<file path="src/rtl/rspi_pkg.sv">
package rspi_pkg;

    typedef enum logic [1:0] {
        OP_REG_WR = 2'd0,
        OP_REG_RD = 2'd1,
        OP_BUF_WR = 2'd2,
        OP_BUF_RD = 2'd3
    } op_e;

    localparam logic [7:0] PFX_REG_WR = 8'hC0;
    localparam logic [7:0] PFX_REG_RD = 8'h80;
    localparam logic [7:0] PFX_BUF_WR = 8'h60;
    localparam logic [7:0] PFX_BUF_RD = 8'h20;

    typedef enum logic [3:0] {
        S_IDLE,
        S_CMD,
        S_TAIL,
        S_RD,
        S_BW_SHIFT,
        S_BW_WAIT,
        S_BR_LEN,
        S_BR_SHIFT,
        S_BR_OUT
    } eng_state_e;

    typedef enum logic [1:0] {
        PH_IDLE,
        PH_LOW,
        PH_HIGH
    } phase_e;

endpackage

</file>
<file path="src/rtl/rspi_byte_shifter.sv">
module rspi_byte_shifter
    import rspi_pkg::*;
#(
    parameter int HALF_DIV = 2
) (
    input  logic       clk,
    input  logic       rst_n,
    input  logic       start,
    input  logic [7:0] tx_byte,
    output logic [7:0] rx_byte,
    output logic       done,
    output logic       sck,
    output logic       mosi,
    input  logic       miso
);
    localparam int CW = (HALF_DIV > 1) ? $clog2(HALF_DIV) : 1;
    localparam logic [CW-1:0] CNT_RELOAD = CW'(HALF_DIV - 1);

    typedef struct packed {
        phase_e      phase;
        logic [CW-1:0] cnt;
        logic [2:0]  bitn;
        logic [7:0]  tx;
        logic [7:0]  rx;
        logic        sck;
        logic        done;
    } sh_t;

    sh_t sh_d, sh_q;

    always_comb begin
        sh_d      = sh_q;
        sh_d.done = 1'b0;
        case (sh_q.phase)
            PH_IDLE: begin
                if (start) begin
                    sh_d.tx    = tx_byte;
                    sh_d.bitn  = 3'd0;
                    sh_d.cnt   = CNT_RELOAD;
                    sh_d.phase = PH_LOW;
                end
            end
            PH_LOW: begin
                if (sh_q.cnt == '0) begin
                    sh_d.rx    = {sh_q.rx[6:0], miso};
                    sh_d.sck   = 1'b1;
                    sh_d.cnt   = CNT_RELOAD;
                    sh_d.phase = PH_HIGH;
                end else begin
                    sh_d.cnt = sh_q.cnt - 1'b1;
                end
            end
            PH_HIGH: begin
                if (sh_q.cnt == '0) begin
                    sh_d.sck = 1'b0;
                    if (sh_q.bitn == 3'd7) begin
                        sh_d.phase = PH_IDLE;
                        sh_d.done  = 1'b1;
                    end else begin
                        sh_d.bitn  = sh_q.bitn + 3'd1;
                        sh_d.tx    = {sh_q.tx[6:0], 1'b0};
                        sh_d.cnt   = CNT_RELOAD;
                        sh_d.phase = PH_LOW;
                    end
                end else begin
                    sh_d.cnt = sh_q.cnt - 1'b1;
                end
            end
            default: sh_d.phase = PH_IDLE;
        endcase
    end

    always_ff @(posedge clk or negedge rst_n) begin
        if (!rst_n) begin
            sh_q <= '{phase: PH_IDLE, default: '0};
        end else begin
            sh_q <= sh_d;
        end
    end

    assign rx_byte = sh_q.rx;
    assign done    = sh_q.done;
    assign sck     = sh_q.sck;
    assign mosi    = sh_q.tx[7];

endmodule

</file>
<file path="src/rtl/rspi_sync.sv">
module rspi_sync #(
    parameter int STAGES = 2
) (
    input  logic clk,
    input  logic rst_n,
    input  logic async_in,
    output logic sync_out
);
    logic [STAGES-1:0] st_d, st_q;

    always_comb begin
        st_d[0] = async_in;
        for (int k = 1; k < STAGES; k++) begin
            st_d[k] = st_q[k-1];
        end
    end

    always_ff @(posedge clk or negedge rst_n) begin
        if (!rst_n) begin
            st_q <= '0;
        end else begin
            st_q <= st_d;
        end
    end

    assign sync_out = st_q[STAGES-1];

endmodule

</file>
<file path="src/rtl/rspi_engine.sv">
module rspi_engine
    import rspi_pkg::*;
#(
    parameter int HALF_DIV    = 2,
    parameter int SYNC_STAGES = 2
) (
    input  logic       clk,
    input  logic       rst_n,
    input  logic       cmd_valid,
    input  logic [1:0] cmd_op,
    input  logic [5:0] cmd_addr,
    input  logic [7:0] cmd_data,
    input  logic [7:0] cmd_len,
    output logic       busy,
    output logic       done,
    output logic [7:0] done_count,
    output logic       rd_valid,
    output logic [7:0] rd_data,
    input  logic       tx_valid,
    input  logic [7:0] tx_data,
    output logic       tx_ready,
    output logic       rx_valid,
    output logic [7:0] rx_data,
    input  logic       rx_ready,
    output logic       spi_cs_n,
    output logic       spi_sck,
    output logic       spi_mosi,
    input  logic       spi_miso,
    input  logic       irq_in,
    output logic       irq_flag
);
    typedef struct packed {
        eng_state_e state;
        op_e        op;
        logic [7:0] data;
        logic [7:0] len;
        logic [7:0] remain;
        logic [7:0] count;
        logic       cs_n;
        logic       start;
        logic [7:0] byte_out;
        logic       rd_valid;
        logic [7:0] rd_data;
        logic       rx_valid;
        logic [7:0] rx_data;
        logic       done;
        logic [7:0] done_count;
    } eng_t;

    eng_t       eng_d, eng_q;
    logic       sh_done;
    logic [7:0] sh_rx;
    logic       fin;
    logic [8:0] want_len;

    rspi_byte_shifter #(.HALF_DIV(HALF_DIV)) shifter_i (
        .clk     (clk),
        .rst_n   (rst_n),
        .start   (eng_q.start),
        .tx_byte (eng_q.byte_out),
        .rx_byte (sh_rx),
        .done    (sh_done),
        .sck     (spi_sck),
        .mosi    (spi_mosi),
        .miso    (spi_miso)
    );

    rspi_sync #(.STAGES(SYNC_STAGES)) irq_sync_i (
        .clk      (clk),
        .rst_n    (rst_n),
        .async_in (irq_in),
        .sync_out (irq_flag)
    );

    assign want_len = {1'b0, sh_rx} + 9'd1;

    always_comb begin
        eng_d          = eng_q;
        eng_d.start    = 1'b0;
        eng_d.rd_valid = 1'b0;
        eng_d.done     = 1'b0;
        fin            = 1'b0;
        case (eng_q.state)
            S_IDLE: begin
                if (cmd_valid) begin
                    eng_d.op    = op_e'(cmd_op);
                    eng_d.data  = cmd_data;
                    eng_d.len   = cmd_len;
                    eng_d.count = 8'd0;
                    eng_d.cs_n  = 1'b0;
                    eng_d.start = 1'b1;
                    eng_d.state = S_CMD;
                    case (op_e'(cmd_op))
                        OP_REG_WR: eng_d.byte_out = PFX_REG_WR | {2'b00, cmd_addr};
                        OP_REG_RD: eng_d.byte_out = PFX_REG_RD | {2'b00, cmd_addr};
                        OP_BUF_WR: eng_d.byte_out = PFX_BUF_WR;
                        default:   eng_d.byte_out = PFX_BUF_RD;
                    endcase
                end
            end
            S_CMD: begin
                if (sh_done) begin
                    eng_d.start = 1'b1;
                    case (eng_q.op)
                        OP_REG_WR: begin
                            eng_d.byte_out = eng_q.data;
                            eng_d.state    = S_TAIL;
                        end
                        OP_REG_RD: begin
                            eng_d.byte_out = 8'h00;
                            eng_d.state    = S_RD;
                        end
                        OP_BUF_WR: begin
                            eng_d.byte_out = eng_q.len;
                            eng_d.remain   = eng_q.len;
                            eng_d.state    = S_BW_SHIFT;
                        end
                        default: begin
                            eng_d.byte_out = 8'h00;
                            eng_d.state    = S_BR_LEN;
                        end
                    endcase
                end
            end
            S_TAIL: begin
                if (sh_done) fin = 1'b1;
            end
            S_RD: begin
                if (sh_done) begin
                    eng_d.rd_data  = sh_rx;
                    eng_d.rd_valid = 1'b1;
                    fin            = 1'b1;
                end
            end
            S_BW_SHIFT: begin
                if (sh_done) begin
                    if (eng_q.remain == 8'd0) fin = 1'b1;
                    else eng_d.state = S_BW_WAIT;
                end
            end
            S_BW_WAIT: begin
                if (tx_valid) begin
                    eng_d.start    = 1'b1;
                    eng_d.byte_out = tx_data;
                    eng_d.remain   = eng_q.remain - 8'd1;
                    eng_d.state    = S_BW_SHIFT;
                end
            end
            S_BR_LEN: begin
                if (sh_done) begin
                    eng_d.remain = (want_len > {1'b0, eng_q.len}) ? eng_q.len : want_len[7:0];
                    if (eng_d.remain == 8'd0) begin
                        fin = 1'b1;
                    end else begin
                        eng_d.start    = 1'b1;
                        eng_d.byte_out = 8'h00;
                        eng_d.state    = S_BR_SHIFT;
                    end
                end
            end
            S_BR_SHIFT: begin
                if (sh_done) begin
                    eng_d.rx_data  = sh_rx;
                    eng_d.rx_valid = 1'b1;
                    eng_d.remain   = eng_q.remain - 8'd1;
                    eng_d.count    = eng_q.count + 8'd1;
                    eng_d.state    = S_BR_OUT;
                end
            end
            S_BR_OUT: begin
                if (rx_ready) begin
                    eng_d.rx_valid = 1'b0;
                    if (eng_q.remain == 8'd0) begin
                        fin = 1'b1;
                    end else begin
                        eng_d.start    = 1'b1;
                        eng_d.byte_out = 8'h00;
                        eng_d.state    = S_BR_SHIFT;
                    end
                end
            end
            default: eng_d.state = S_IDLE;
        endcase
        if (fin) begin
            eng_d.cs_n       = 1'b1;
            eng_d.done       = 1'b1;
            eng_d.done_count = (eng_q.op == OP_BUF_RD) ? eng_d.count : 8'd0;
            eng_d.state      = S_IDLE;
        end
    end

    always_ff @(posedge clk or negedge rst_n) begin
        if (!rst_n) begin
            eng_q <= '{state: S_IDLE, op: OP_REG_WR, cs_n: 1'b1, default: '0};
        end else begin
            eng_q <= eng_d;
        end
    end

    assign busy       = (eng_q.state != S_IDLE);
    assign done       = eng_q.done;
    assign done_count = eng_q.done_count;
    assign rd_valid   = eng_q.rd_valid;
    assign rd_data    = eng_q.rd_data;
    assign tx_ready   = (eng_q.state == S_BW_WAIT);
    assign rx_valid   = eng_q.rx_valid;
    assign rx_data    = eng_q.rx_data;
    assign spi_cs_n   = eng_q.cs_n;

endmodule

</file>
<file path="config.mk">
export PLATFORM = sky130hd
export DESIGN_NAME = rspi_engine
export DESIGN_NICKNAME = d
export VERILOG_FILES = /design/src/rtl/rspi_pkg.sv /design/src/rtl/rspi_byte_shifter.sv /design/src/rtl/rspi_sync.sv /design/src/rtl/rspi_engine.sv
export SDC_FILE = /design/constraint.sdc
export NUM_CORES = 1
export LEC_CHECK = 0
export BUFFER_PORTS_ARGS = -buffer_cell sky130_fd_sc_hd__clkbuf_2
export CORE_MARGIN = 4
export CORE_UTILIZATION = 55
export DETAILED_ROUTE_END_ITERATION = 6
export GPL_TIMING_DRIVEN = 0
export PLACE_DENSITY = 0.84
export SLEW_MARGIN = 30
export SYNTH_ARGS = -nofsm -noshare
export SYNTH_HDL_FRONTEND = slang
export SYNTH_SLANG_ARGS = --single-unit
</file>
<file path="constraint.sdc">
create_clock -name clk -period 9.3 [get_ports clk]
set_input_delay 0.465 -clock clk [delete_from_list [all_inputs] [get_ports clk]]
set_output_delay 0.465 -clock clk [all_outputs]
set_load 0.02 [all_outputs]
</file>
## Word-level counts from Yosys, hierarchy flattened

Cells that the tools add are included.

- Flip-flop bits (word level): 101
- Input bits: 39
- Output and inout bits: 33
- Word-level logic and storage cells: 162

- Add/subtract/negate cells: 5
- $lt $le $gt $ge: 1
- Equal/unequal tests: 40
- Mux-type cells: 63
- Bitwise logic cells: 1
- Reduce and logical (&&, ||, !) cells: 29

Operators by type and width:

| kind | number |
|---|---|
| 9-bit two-way mux | 10 |
| 8-bit two-way mux | 6 |
| 9-bit case mux with 5 select lines | 1 |
| 4-bit two-way mux | 10 |
| 4-bit case mux with 8 select lines | 1 |
| 8-bit case mux with 2 select lines | 2 |
| 8-bit case mux with 4 select lines | 1 |
| 8-bit case mux with 3 select lines | 1 |
| 22-bit two-way mux | 1 |
| 11-bit case mux with 2 select lines | 1 |
| 18-bit two-way mux | 1 |
| 2-bit inequality test, second input constant | 9 |
| 4-bit by 3-bit equality test with 1-bit output, second input constant | 4 |
| 8-bit zero test | 2 |
| 16-bit two-way mux | 1 |
| 1-bit two-way mux | 15 |
| 3-bit by 2-bit inequality test with 1-bit output, second input constant | 5 |
| 3-bit inequality test, second input constant | 5 |
| 14-bit two-way mux | 1 |
| 12-bit two-way mux | 1 |
| 2-bit AND reduction | 6 |
| 11-bit two-way mux | 1 |
| 11-bit AND reduction | 1 |
| 2-bit by 1-bit inequality test with 1-bit output, second input constant | 5 |
| 30 further kinds | 48 |

## Longest topological paths before layout

- Word-level depth: 9
- Depth in mapped cells: 14

## Hierarchy

Synthesis repeated with hierarchy kept, for this count alone.

- Cell total of the unflattened synthesis: 541
- Area total of the unflattened synthesis: 5621.6 sq um

By module, submodules not included:

| module | times used | cells each | area each (sq um) |
|---|---|---|---|
| rspi_engine | 1 | 448 | 4356.7 |
| rspi_byte_shifter | 1 | 91 | 1214.9 |
| rspi_sync | 1 | 2 | 50.0 |

## Least setup slack after synthesis

OpenSTA, ideal clock, no wires.

- Kind: register -> register
- Start point: reg shifter_i.sh_q (netlist bit shifter_i.rx_byte[2])
- End point: reg eng_q (netlist bit done_count[5])
- Arrival: 2931 ps
- Setup slack: 6244 ps
- Cell stages (with the launch flop): 15
- Path buffers: 2
- Clock period less this slack: 3056 ps
- Path through: dfrtp_1 clkbuf_1 nand3_1 nor2_1 and3_1 xor2_1 ha_1 nand4_1 nor2_1 o22ai_1 nor2_1 mux2i_2 a31o_4 buf_12 mux2_4

- Word-level cells in the longest chain between the ends: 7

RTL lines:

| item | RTL line | text |
|---|---|---|
| start, declared | rspi_byte_shifter.sv:29 | `sh_t sh_d, sh_q;` |
| start signal, assigned | rspi_byte_shifter.sv:75 | `sh_q <= '{phase: PH_IDLE, default: '0};` |
| start signal, assigned | rspi_byte_shifter.sv:77 | `sh_q <= sh_d;` |
| 8-bit by 1-bit adder with 9-bit output * | rspi_engine.sv:75 | `assign want_len = {1'b0, sh_rx} + 9'd1;` |
| 9-bit by 8-bit > comparator with 1-bit output | rspi_engine.sv:151 | `eng_d.remain = (want_len > {1'b0, eng_q.len}) ? eng_q.len : want_len[7:0];` |
| 8-bit two-way mux * | rspi_engine.sv:151 |  |
| 8-bit zero test * | rspi_engine.sv:152 | `if (eng_d.remain == 8'd0) begin` |
| 1-bit two-way mux * | rspi_engine.sv:152 |  |
| 1-bit two-way mux * | rspi_engine.sv:150 | `if (sh_done) begin` |
| 1-bit case mux with 4 select lines * | rspi_engine.sv:83 | `case (eng_q.state)` |
| end signal, assigned | rspi_engine.sv:196 | `eng_q <= eng_d;` |
| end, declared | rspi_engine.sv:50 | `eng_t eng_d, eng_q;` |

Every way passes the cells marked *; elsewhere a longest branch is shown, timed or not.
A chain may end at the register's enable or synchronous reset.

## Final worst setup path

- Start point: reg shifter_i.sh_q (netlist bit shifter_i.rx_byte[2])
- End point: reg eng_q (netlist bit done_count[6])

The elaborated chain is that of the path after synthesis.

==> key figures <==
Setup path
  • Critical path cell sequence: clkbuf_1 > nand3_1 > nor2_1 > and3_1 > xor2_1 > ha_1 > a21oi_1 > o22ai_1 > nor2_1 > mux2i_2 > a31o_4 > buf_12 > mux2_4
  • Kind of cell adding the most delay to the critical path: simple AND/OR/NAND/NOR gates
  • Worst-path maximum fanout: 10
  • Worst endpoint required time: about 9600 ps
  • Slowest cell on crit path: mux2i_2
  • Setup crit start kind: flop
  • Most used cell, CP: nor2_1
  • CP Buf/Inv Count: 2
  • Worst Setup Path Type: reg -> reg
  • Crit. End Element: flop
  • Slowest stage delay, CP: 370 ps
  • Crit path DAT: just under 4000 ps

Floorplanning
  • Initial Util: 57.4%
  • Die height: 107 um
  • Die Area: between 0.01 and 0.015 mm2
  • Die X: 107 um
  • Core Area: 0.00942 mm2
  • # IOs: 72
  • Site row count: 35

Run
  • Total of max-cap violations: 0

STA
  • Final slew viol count: 0
  • Final Critical Period: approximately 3700 ps
  • Slew @ Worst Pin: 845 ps
  • RSZ-0062 raised after global routing: false
  • Setup violations, final: 0
  • Final Skew: about 10 ps
  • Final hold viol count: 0
  • Slew headroom: 43.5%
  • Setup TNS: 0 ps
  • Peak Freq: 0.268 GHz
  • Hold slack: around 1.3 ps
  • Worst setup margin: 5570 ps
  • Period utilisation layout: 40.1%

Synth
  • Sequential share of the synthesized area: 46.7%
  • Syn Inst Count: about 520
  • Top-count cell post-synth: dfrtp_1
  • Mapped cell area: 0.00541 mm2
  • Synth Warn #: 0
  • Synth area leader: dfrtp_1
  • Post-synth cell types: 55
  • Top cells by area, synth: dfrtp_1 46%, mux2_2 11%, ha_1 4.2%
  • Most frequent cells after synthesis: 100 x dfrtp_1, 53 x mux2_2, 47 x nor2_1
  • Syn nets: 574
  • Post-synth EDFFs: 0
  • Ys async rst share: 100%
  • Synth Register Bits: 101
  • Ys flop type: dfrtp_1
  • Mean post-synth cell area: 10.5 um2
  • Synth top area share: 46.3%

Power and ir drop
  • Internal: between 1 and 1.5 mW
  • Worst VDD drop: 0.190 mV
  • Clock power share: 13.4%
  • Switching share of power: 41.6%
  • Seq pwr share: 39.1%
  • PD cells: 308 mW/mm2
  • Comb power frac: 47.6%
  • Leakage: 2.92 nW
  • Net Switching: 0.788 mW

Placement
  • Dpl hpwl: roughly 9600 um
  • Pre-CTS WS: 5670 ps
  • I/O Buffers: 71
  • Final Wtd Congestion: slightly above 0.9
  • Placed inst area: 0.00596 mm2
  • Placed Cells: just over 700

Clock tree
  • Setup bufs post-CTS: 0
  • Post-CTS resize count: 0
  • CTS Hold Bufs: 0
  • CTS HTree Levels: 3
  • CTS tree: done
  • CTS Buffer Depth: 2
  • Worst-path clk slew: 100 ps
  • Root Driver: clkbuf_8
  • Clock sink total: 101
  • Cts bufs inserted: 9
  • Clk Latency, worst-skew pair: between 300 and 400 ps

Global route
  • Vias in the first global route: roughly 4300
  • Largest net degree at the start of global routing: 68
  • Antenna violations before repair: 0
  • Total gr overflow: 0
  • First-pass GRT wire length: between 20000 and 25000 um
  • Tot GR Track Use: between 20 and 25%

Drt
  • Pre-antenna DRT Iters: 6
  • Routed WL per cell: 17.2 um
  • Via density: 5.85
  • Initial detailed-routing violation count: 241
  • DRC violations left: 0
  • Final wirelength: 12600 um
  • Detail Route Antenna Nets: 0
  • DR vias: 4285

Cells and area
  • Ant diodes: 0
  • Final Cell Area: 0.00614 mm2
  • Fin cells: 733
  • Layout cells sized above 1: 29.1%
  • Fillcell total: 757
  • Multi-input gate area: between 0.002 and 0.003 mm2
  • Final #Nets: 657
  • Area growth syn-to-layout: 13.6%
  • Register area: 0.00253 mm2

Status
  • Status: finished, final reports clean

Worst hold path
  • Hold/Removal Path Class: in -> async
## worst reg2reg max path: stages (launching register included)
cell and delay [ps]:
dfrtp_1 340, clkbuf_1 320, nand3_1 240, nor2_1 250, and3_1 220, xor2_1 280
ha_1 320, a21oi_1 170, o22ai_1 120, nor2_1 300, mux2i_2 380, a31o_4 260
buf_12 150, mux2_4 300
## per-stage QoR
stage / util (%) / total power [mW]
after CTS: 65.2 / 1.89
after floorplan: - / 1.38
after detailed placement: 63.3 / 1.63
after global routing: 65.2 / 2.04
after global placement: 62.9 / 1.58
final: 65.2 / 1.89
## sequential cells by signal (all words and copies together) (netlist names), 2 cells and up
register,flops
done_count,8
eng_q,47
irq_sync_i.st_q,2
rd_data,8
rx_data,8
shifter_i.rx_byte,8
shifter_i.sh_q,13
## power by group through the flow
stage	sequential, mW	combinational, mW	clock (mW)
finish	0.739	0.900	0.253
global route	0.760	1.00	0.277
CTS	0.736	0.893	0.258
detailed placement	0.745	0.888	0
global placement	0.735	0.850	0
floorplan	0.707	0.677	0
## cell families (layout without fill, tap and decap cells)
group,count (synthesis),in the layout,share of synthesized area (%)
simple gates,145,145,13.0
xor+xnor,13,13,2.11
flops,101,101,46.8
buf+inv,71,158,7.08
fa+ha+maj,18,18,4.16
compound gates,101,101,12.8
mux,68,68,14.1
## path summary, 6_finish.rpt
path	slack (ps)	cells past startpoint	to	from
worst max register to register	5570	13	done_count[6]	shifter_i.rx_byte[2]
worst min register to register	370	0	irq_sync_i.st_q[1]	irq_sync_i.st_q[0]
min in group clk	200	1	irq_sync_i.st_q[0]	irq_in
worst max-delay path	5570	13	done_count[6]	shifter_i.rx_byte[2]
max in group asynchronous	8660	2	spi_cs_n	rst_n
worst min-delay path	1	1	eng_q[72]	rst_n
## layout by cell type (no fill, tap or decap), types with 3 or more instances in the layout
cell type | Yosys | final
and3_1 | 3 | 3
a22o_1 | 3 | 3
nand4_1 | 3 | 3
nand2b_1 | 6 | 6
buf_4 | 24 | 24
xor2_1 | 9 | 9
clkbuf_8 | 0 | 11
a21o_1 | 4 | 4
a222oi_1 | 7 | 7
a221o_1 | 12 | 12
dfrtp_1 | 100 | 100
or3_1 | 3 | 3
a31oi_1 | 3 | 3
nor2b_1 | 10 | 10
clkbuf_1 | 17 | 18
mux2i_1 | 12 | 12
a21oi_1 | 24 | 24
nor4_1 | 5 | 4
nor3b_1 | 6 | 6
xnor2_1 | 4 | 4
o22ai_1 | 4 | 4
inv_1 | 24 | 24
clkbuf_2 | 1 | 71
nor3_1 | 8 | 8
mux2_2 | 53 | 53
a211oi_1 | 4 | 4
nand3_1 | 15 | 15
nor2_1 | 47 | 47
nand2_1 | 31 | 31
ha_1 | 18 | 18
o21ai_0 | 26 | 26
## metal layers
metal | track usage (%) | share of wire [%] | vias to the layer above
li1 | - | - | 2000
met1 | 29.5 | 42 | 2073
met2 | 38.1 | 49 | 181
met3 | 4.76 | 7.1 | 31
met4 | 7.58 | 2.4 | 0
met5 | 0 | 0 | -
## area by class of cell
type                       count  area share (%)
multi-input combinational    345            40.8
sequential                   101            41.2
buffer                        47            4.77
tap                          129            2.63
clock inverter                 4           0.530
inverter                      24            1.47
timing repair buffer          72            6.38
clock buffer                  11            2.30
No activity file was read; power rests on OpenSTA's default activity.
